<file path="config.mk">
export PLATFORM = sky130hd
export DESIGN_NAME = lbf_xfer_ctrl
export DESIGN_NICKNAME = d
export VERILOG_FILES = /design/src/rtl/lbf_pkg.sv /design/src/rtl/lbf_fifo.sv /design/src/rtl/lbf_seq.sv /design/src/rtl/lbf_xfer_ctrl.sv
export SDC_FILE = /design/constraint.sdc
export NUM_CORES = 2
export LEC_CHECK = 0
export BUFFER_PORTS_ARGS = -buffer_cell sky130_fd_sc_hd__buf_2
export CORE_MARGIN = 1
export CORE_UTILIZATION = 55
export DETAILED_ROUTE_END_ITERATION = 7
export PLACE_DENSITY = 0.71
export SETUP_SLACK_MARGIN = 0.4
export SLEW_MARGIN = 5
export SYNTH_ARGS = -nofsm -noshare
export SYNTH_HDL_FRONTEND = slang
export SYNTH_SLANG_ARGS = --single-unit
</file>
<file path="constraint.sdc">
create_clock -name clk -period 9.47 [get_ports clk]
set_input_delay 0.4735 -clock clk [delete_from_list [all_inputs] [get_ports clk]]
set_output_delay 0.4735 -clock clk [all_outputs]
set_load 0.01 [all_outputs]
</file>
<file path="src/rtl/lbf_pkg.sv">
package lbf_pkg;
  typedef enum logic [1:0] {SQ_IDLE, SQ_RUN, SQ_BUS} sq_state_t;

  localparam logic [7:0] OFS_LEN   = 8'h00;
  localparam logic [7:0] OFS_ADDR  = 8'h04;
  localparam logic [7:0] OFS_CTRL  = 8'h08;
  localparam logic [7:0] OFS_EN    = 8'h0C;
  localparam logic [7:0] OFS_STAT  = 8'h14;
  localparam logic [7:0] OFS_FDATA = 8'h40;
  localparam logic [7:0] OFS_FSTAT = 8'h44;
  localparam logic [7:0] OFS_FCTL  = 8'h48;
  localparam logic [7:0] OFS_ALARM = 8'h4C;

  function automatic logic [31:0] lane_merge(input logic [31:0] old_v,
                                             input logic [31:0] new_v,
                                             input logic [3:0]  be);
    logic [31:0] r;
    for (int i = 0; i < 4; i++)
      r[i*8 +: 8] = be[i] ? new_v[i*8 +: 8] : old_v[i*8 +: 8];
    return r;
  endfunction
endpackage

</file>
<file path="src/rtl/lbf_fifo.sv">
module lbf_fifo #(
  parameter int DEPTH = 128,
  parameter int DW    = 32,
  localparam int PW   = $clog2(DEPTH)
) (
  input  logic          clk,
  input  logic          clr,
  input  logic          push,
  input  logic [DW-1:0] wdata,
  input  logic          pop,
  output logic [DW-1:0] q,
  output logic [PW:0]   count,
  output logic          full,
  output logic          empty
);
  logic [DW-1:0] mem [DEPTH];
  logic [PW-1:0] wptr, rptr, nxt_r;
  logic          do_push, do_pop;

  assign full    = (count == (PW+1)'(DEPTH));
  assign empty   = (count == '0);
  assign do_push = push & ~full;
  assign do_pop  = pop & ~empty;
  assign nxt_r   = do_pop ? rptr + PW'(1) : rptr;

  always_ff @(posedge clk) begin
    if (do_push) mem[wptr] <= wdata;
  end

  // head word register: shows mem[rptr], bypassing a write into that slot
  always_ff @(posedge clk) begin
    if (do_push && (wptr == nxt_r)) q <= wdata;
    else                            q <= mem[nxt_r];
  end

  always_ff @(posedge clk) begin
    if (clr) begin
      wptr  <= '0;
      rptr  <= '0;
      count <= '0;
    end else begin
      if (do_push) wptr <= wptr + PW'(1);
      rptr <= nxt_r;
      case ({do_push, do_pop})
        2'b10:   count <= count + (PW+1)'(1);
        2'b01:   count <= count - (PW+1)'(1);
        default: count <= count;
      endcase
    end
  end
endmodule

</file>
<file path="src/rtl/lbf_seq.sv">
module lbf_seq
  import lbf_pkg::*;
#(
  parameter int SIZE_W = 24,
  parameter int ADDR_W = 32
) (
  input  logic              clk,
  input  logic              rst,
  input  logic              start,
  input  logic              rd_i,
  input  logic [SIZE_W-1:0] size_i,
  input  logic [ADDR_W-1:0] addr_i,
  input  logic [7:0]        cs_i,
  input  logic              f_empty,
  input  logic              f_full,
  input  logic [31:0]       f_q,
  output logic              f_pop,
  output logic              f_push,
  input  logic              lb_ack,
  input  logic              lb_err,
  output logic              lb_req,
  output logic              lb_we,
  output logic [ADDR_W-1:0] lb_addr,
  output logic [7:0]        lb_cs,
  output logic [31:0]       lb_wdata,
  output logic              busy,
  output logic              rd_mode,
  output logic [SIZE_W-1:0] done_cnt,
  output logic              cmpl_p,
  output logic              abort_p
);
  sq_state_t         state;
  logic [SIZE_W-1:0] size_q, rem, step;

  assign rem      = size_q - done_cnt;
  assign step     = (rem >= SIZE_W'(4)) ? SIZE_W'(4) : rem;
  assign busy     = (state != SQ_IDLE);
  assign lb_req   = (state == SQ_BUS);
  assign lb_we    = ~rd_mode;
  assign f_pop    = (state == SQ_RUN) && (rem != '0) && !rd_mode && !f_empty;
  assign f_push   = (state == SQ_BUS) && lb_ack && !lb_err && rd_mode;

  always_ff @(posedge clk) begin
    if (rst) begin
      state    <= SQ_IDLE;
      size_q   <= '0;
      done_cnt <= '0;
      lb_addr  <= '0;
      lb_cs    <= '0;
      lb_wdata <= '0;
      rd_mode  <= 1'b0;
      cmpl_p   <= 1'b0;
      abort_p  <= 1'b0;
    end else begin
      cmpl_p  <= 1'b0;
      abort_p <= 1'b0;
      case (state)
        SQ_IDLE: if (start) begin
          size_q   <= size_i;
          lb_addr  <= addr_i;
          lb_cs    <= cs_i;
          rd_mode  <= rd_i;
          done_cnt <= '0;
          state    <= SQ_RUN;
        end
        SQ_RUN: begin
          if (rem == '0) begin
            cmpl_p <= 1'b1;
            state  <= SQ_IDLE;
          end else if (!rd_mode && !f_empty) begin
            lb_wdata <= f_q;
            state    <= SQ_BUS;
          end else if (rd_mode && !f_full) begin
            state <= SQ_BUS;
          end
        end
        SQ_BUS: if (lb_ack) begin
          if (lb_err) begin
            abort_p <= 1'b1;
            state   <= SQ_IDLE;
          end else begin
            done_cnt <= done_cnt + step;
            lb_addr  <= lb_addr + ADDR_W'(4);
            state    <= SQ_RUN;
          end
        end
        default: state <= SQ_IDLE;
      endcase
    end
  end
endmodule

</file>
<file path="src/rtl/lbf_xfer_ctrl.sv">
module lbf_xfer_ctrl
  import lbf_pkg::*;
#(
  parameter int FIFO_BYTES = 512,
  parameter int SIZE_W     = 24,
  parameter int ADDR_W     = 32,
  localparam int DEPTH     = FIFO_BYTES / 4,
  localparam int PW        = $clog2(DEPTH),
  localparam int LW        = PW + 3
) (
  input  logic              clk,
  input  logic              rst,
  input  logic              reg_wr,
  input  logic              reg_rd,
  input  logic [7:0]        reg_addr,
  input  logic [31:0]       reg_wdata,
  input  logic [3:0]        reg_be,
  output logic [31:0]       reg_rdata,
  output logic              lb_req,
  output logic              lb_we,
  output logic [7:0]        lb_cs,
  output logic [ADDR_W-1:0] lb_addr,
  output logic [31:0]       lb_wdata,
  input  logic [31:0]       lb_rdata,
  input  logic              lb_ack,
  input  logic              lb_err,
  output logic              irq,
  output logic              dma_req
);
  localparam logic [LW:0] FB_L = (LW+1)'(FIFO_BYTES);

  logic [SIZE_W-1:0] len_q;
  logic              go_q, cmpl_q, abort_q;
  logic [31:0]       addr_img, ctrl_img, en_img, fctl_img, alarm_img;
  logic              eng_rst, fifo_rst, master_en, start;
  logic              seq_busy, seq_rd, seq_pop, seq_push, seq_cmpl, seq_abort;
  logic [SIZE_W-1:0] done_cnt;
  logic              f_full, f_empty, f_push, f_pop, cpu_push, cpu_pop;
  logic [31:0]       f_q, f_wdata;
  logic [PW:0]       f_count;
  logic [LW-1:0]     lvl;
  logic              dma_cond;

  assign eng_rst   = en_img[24];
  assign fifo_rst  = en_img[16];
  assign master_en = en_img[0];
  assign start     = go_q & master_en & ~eng_rst & ~seq_busy;

  assign cpu_push = reg_wr && (reg_addr == OFS_FDATA);
  assign cpu_pop  = reg_rd && (reg_addr == OFS_FDATA) && !f_empty;
  assign f_push   = seq_push | cpu_push;
  assign f_wdata  = seq_push ? lb_rdata : reg_wdata;
  assign f_pop    = seq_pop | cpu_pop;
  assign lvl      = {f_count, 2'b00};

  lbf_fifo #(.DEPTH(DEPTH), .DW(32)) u_fifo (
    .clk(clk), .clr(rst | fifo_rst), .push(f_push), .wdata(f_wdata),
    .pop(f_pop), .q(f_q), .count(f_count), .full(f_full), .empty(f_empty)
  );

  lbf_seq #(.SIZE_W(SIZE_W), .ADDR_W(ADDR_W)) u_seq (
    .clk(clk), .rst(rst | eng_rst), .start(start), .rd_i(ctrl_img[16]),
    .size_i(len_q), .addr_i(addr_img[ADDR_W-1:0]), .cs_i(ctrl_img[31:24]),
    .f_empty(f_empty), .f_full(f_full), .f_q(f_q), .f_pop(seq_pop),
    .f_push(seq_push), .lb_ack(lb_ack), .lb_err(lb_err), .lb_req(lb_req),
    .lb_we(lb_we), .lb_addr(lb_addr), .lb_cs(lb_cs), .lb_wdata(lb_wdata),
    .busy(seq_busy), .rd_mode(seq_rd), .done_cnt(done_cnt),
    .cmpl_p(seq_cmpl), .abort_p(seq_abort)
  );

  // register file writes
  always_ff @(posedge clk) begin
    if (rst) begin
      len_q     <= '0;
      go_q      <= 1'b0;
      addr_img  <= '0;
      ctrl_img  <= '0;
      en_img    <= '0;
      fctl_img  <= '0;
      alarm_img <= '0;
    end else begin
      if (start || eng_rst) go_q <= 1'b0;
      if (reg_wr) begin
        case (reg_addr)
          OFS_LEN: begin
            len_q <= SIZE_W'(lane_merge(32'(len_q), reg_wdata, {1'b0, reg_be[2:0]}));
            if (reg_be[3] && reg_wdata[31:24] == 8'h01) go_q <= 1'b1;
          end
          OFS_ADDR:  addr_img  <= lane_merge(addr_img, reg_wdata, reg_be);
          OFS_CTRL:  ctrl_img  <= lane_merge(ctrl_img, reg_wdata, reg_be);
          OFS_EN:    en_img    <= lane_merge(en_img, reg_wdata, reg_be);
          OFS_FCTL:  fctl_img  <= lane_merge(fctl_img, reg_wdata, reg_be);
          OFS_ALARM: alarm_img <= lane_merge(alarm_img, reg_wdata, reg_be);
          default: ;
        endcase
      end
    end
  end

  // end-of-packet flags
  always_ff @(posedge clk) begin
    if (rst || eng_rst || start) begin
      cmpl_q  <= 1'b0;
      abort_q <= 1'b0;
    end else begin
      if (seq_cmpl) cmpl_q <= 1'b1;
      else if (reg_wr && reg_addr == OFS_STAT && reg_be[3] && reg_wdata[24])
        cmpl_q <= 1'b0;
      if (seq_abort) abort_q <= 1'b1;
    end
  end

  assign dma_cond = ctrl_img[16]
                  ? (({1'b0, lvl} + {1'b0, alarm_img[LW-1:0]}) >= FB_L)
                  : (lvl < alarm_img[LW-1:0]);

  always_ff @(posedge clk) begin
    if (rst) begin
      irq       <= 1'b0;
      dma_req   <= 1'b0;
      reg_rdata <= '0;
    end else begin
      irq     <= master_en & ((cmpl_q & en_img[8]) | (abort_q & en_img[9]));
      dma_req <= master_en & ~eng_rst & ~cmpl_q & ~abort_q & dma_cond;
      if (reg_rd) begin
        case (reg_addr)
          OFS_LEN:   reg_rdata <= {7'b0, go_q, 24'(len_q)};
          OFS_ADDR:  reg_rdata <= addr_img;
          OFS_CTRL:  reg_rdata <= ctrl_img;
          OFS_EN:    reg_rdata <= en_img;
          OFS_STAT:  reg_rdata <= {3'b0, abort_q, 3'b0, cmpl_q, 24'(done_cnt)};
          OFS_FDATA: reg_rdata <= f_q;
          OFS_FSTAT: reg_rdata <= {16'(lvl), 14'b0, f_full, f_empty};
          OFS_FCTL:  reg_rdata <= fctl_img;
          OFS_ALARM: reg_rdata <= alarm_img;
          default:   reg_rdata <= '0;
        endcase
      end
    end
  end
endmodule

</file>
==> flow_summary.yaml <==
status:
  outcome: "complete, no violations"
floorplan:
  die_w_um: 566
  dieArea_um2: 320000
  core-area_um2: 315000
  dieHeight_um: 566
  std_cell_rows: 206
  start_util_pct: 55.4
  io_pins: 190
synthesis:
  synthArstFlopShare_pct: 0
  yosys_warnings: 0
  synth_edf_count: 4096
  synth_seq_cells: 4471
  synth_top_family_by_area: "multiplexers"
  synth_compound_area_share_pct: 2.53
  synth-main-ff-cell: "edfxtp_1"
  yosys.area_share.simple_pct: 2.67
  syn_avg_cell_area_um2: 20.8
  synth_fa_ha_area_share_pct: 0.554
  synthMuxAreaShare_pct: 18.1
  ys_types: 87
  synth_area_um2: 175000
  ys_seq_area_share_pct: 74.7
  syn_inst: 8389
  synth_xor_area_share_pct: 0.261
power:
  p_sw_mw: 7.85
  power_frac_comb_pct: 1.4
  seqPwrFrac_pct: 55.4
  clockPowerShare_pct: 43.2
  powerDensity_nw_per_um2: 199
  p_int_mw: 31.0
  power.share.switching_pct: 20.2
  ir_drop_uv: 207
  p_leak_nw: 58.8
global_routing:
  grt_max_degree: 129
  grtUsageTotal_pct: 29.6
  grt_overflow: 0
  grt_pass1_vias: 86130
  grt_pass1_wl_um: 661000
  antenna_found_initial: 72
detailed_routing:
  drtIter0Drc: 14816
  vias_per_cell: 6.79
  drt_drc_violations_left: 0
  vias: 90131
  finalWirelength_um: 472000
  wl_per_cell_um: 35.6
  ant_nets: 0
  dr.pass1.iters: 8
cts:
  cts.sinks: 4471
  root_buffer: "clkbuf_16"
  numCtsBuffers: 434
  cts_setup_buffers: 0
  cts.repair.resized: 0
  cts_max_level: 5
  cts.clk_slew.worst_paths_ns: 0.06
  clk_latency_ns: 0.97
  clock_path_buffers: 4
  cts_tree: "done"
  cts_hold_buf: 38
worst_hold_path:
  hold_start: "reg_be[3]"
  whs_path_depth: 4
  min-delay-path-class: "in -> reg"
  min_to: "go_q"
worst_setup_path:
  critPathRequiredTime_ns: 10.37
  reg2reg_from: "u_seq.size_q[0]"
  worstReg2RegEnd: "u_fifo.count[7]"
  worstPathMaxFanout: 7
  worst-r2r-setup-slack_ns: 2.69
  critical_path_class: "reg -> reg"
  end_kind: "register"
  ff2ff_path_depth: 24
  worstPathArrival_ns: 7.68
  worstSetupStartpointType: "register"
timing:
  fmax_ghz: 0.147
  slew_viol_final: 0
  period_minus_slack_ns: 6.78
  slew_headroom_pct: 7.85
  tns_ns: 0
  fin_crit_sh_pct: 71.6
  hold_viol: 0
  finalSetupViolations: 0
  rsz0062_at_grt: "false"
  worstMarginPinSlew_ns: 1.37
  fin_skew_ns: 0.0603
finish:
  multiInputGateArea_um2: 43400
  nets: 8902
  final_common_cell: "edfxtp_1"
  fin_util_pct: 62.0
  areaGrowthSynthToFinish_pct: 12.0
  drive_above_1_share_pct: 27.2
  fillers: 21132
  final_cell_mix: "edfxtp_1 (4096), mux4_2 (1344), nand2_1 (516)"
  register_area_um2: 131000
place:
  place_congestion: 0.953
  io_buffers: 189
  dp_hpwl_um: 283000
flow_run:
  max_cap_viol_count: 0
==> sequential cells by signal, indices dropped and copies added, names as in the netlist, 32 cells and up, named ones only <==
register	count
u_fifo.mem	4096
addr_img	32
alarm_img	32
ctrl_img	32
en_img	32
fctl_img	32
reg_rdata	32
u_seq.lb_addr	32
u_seq.lb_wdata	32
==> area by class of cell <==
cell class	count	area share, %
multi-input cells	3424	22.2
clock buffers	553	5.91
diodes	15	0.0192
flip-flops and latches	4471	66.7
repair buffers	358	1.31
clock inverters	233	1.07
inverters	56	0.107
well taps	4160	2.66
==> per-stage QoR <==
step           instance area, µm²  cells  hold WS [ns]  worst slack [ns]  total power, mW
2_1_floorplan              175000   8408         0.420              4.05             22.1
3_3_place_gp               182000  12431         0.430              2.77             22.4
3_5_place_dp               182000  12431         0.433              2.82             22.5
4_1_cts                    196000  13255        0.0227              2.77             39.0
5_1_grt                    196000  13258        0.0734              2.34             39.7
6_report                   196000  13270        0.0735              2.69             38.9
==> synth_stat cells (all sizes together) (7+ instances only) <==
library cell / number / area share, %
a211oi: 49 / 0.22
a21o: 22 / 0.095
a21oi: 350 / 1.0
a221o: 7 / 0.040
a221oi: 17 / 0.085
a222oi: 18 / 0.10
a22oi: 37 / 0.16
and2: 10 / 0.036
and3: 11 / 0.039
buf: 153 / 0.35
clkbuf: 304 / 0.65
dfxtp: 375 / 4.3
edfxtp: 4096 / 70
ha: 71 / 0.51
inv: 55 / 0.12
mux2: 69 / 0.45
mux2i: 62 / 0.36
mux4: 1344 / 17
nand2: 519 / 1.1
nand2b: 13 / 0.047
nand3: 56 / 0.16
nand3b: 7 / 0.030
nand4: 17 / 0.061
nor2: 307 / 0.66
nor2b: 59 / 0.21
nor3: 26 / 0.077
nor3b: 8 / 0.034
nor4: 7 / 0.025
o211ai: 13 / 0.056
o21a: 8 / 0.034
o21ai: 115 / 0.33
o221ai: 9 / 0.045
o22ai: 24 / 0.086
or2: 7 / 0.025
or3: 14 / 0.053
xnor2: 27 / 0.14
xor2: 25 / 0.13
==> power by group through the flow <==
stage | Sequential [mW] | Clock (mW) | Combinational (mW)
final | 21.5 | 16.8 | 0.545
after global routing | 21.5 | 17.7 | 0.556
after CTS | 21.5 | 16.9 | 0.531
after detailed placement | 21.9 | 0 | 0.520
after global placement | 21.9 | 0 | 0.490
after floorplan | 21.9 | 0 | 0.195
==> worst max-delay path by stage <==
| stage | start | to | slack, ns | cells after the start |
|---|---|---|---|---|
| after floorplan | u_seq.size_q[0] | u_seq.done_cnt[22] | 4.05 | 25 |
| after global placement | u_seq.size_q[0] | u_fifo.count[7] | 2.77 | 24 |
| after detailed placement | u_seq.size_q[0] | u_fifo.count[7] | 2.82 | 24 |
| after CTS | u_seq.size_q[0] | u_fifo.count[7] | 2.77 | 24 |
| after global routing | u_seq.size_q[0] | u_seq.done_cnt[22] | 2.34 | 25 |
| final | u_seq.size_q[0] | u_fifo.count[7] | 2.69 | 24 |
==> critical path, stage by stage (launching register included) <==
cell and delay, ns:
dfxtp_1 0.35, inv_1 0.05, ha_1 0.20, fa_1 0.42, nor2b_1 0.14, o2111ai_1 0.29, a2111o_1 0.52, a311oi_2 0.37
o21ai_1 0.14, xnor2_1 0.16, or4_4 0.56, nor3_1 0.66, or3_1 0.42, a21oi_2 0.15, ha_1 0.34, ha_1 0.31
a21o_1 0.18, a21o_1 0.20, a21o_1 0.18, a21oi_1 0.22, o21bai_1 0.10, a21oi_1 0.18, xnor2_1 0.09, or3_1 0.31
a21oi_1 0.15
==> layer usage <==
layer	routed length, µm	vias to the layer above	GRT usage (%)
met5	188	-	0
met4	19900	28	11.4
met3	62400	806	7.88
met2	208000	6156	42.2
met1	181000	47519	44.1
li1	-	35622	-
==> cells by family (layout without fill, tap and decap cells) <==
group           count (synthesis)  after routing
simple gates                 1079           1079
mux                          1475           1475
buf+inv                       513           1200
xor+xnor                       52             52
fa+ha+maj                      75             75
flops                        4471           4471
other cells                     1             35
compound gates                723            723
(Power assumes the default switching activity.)
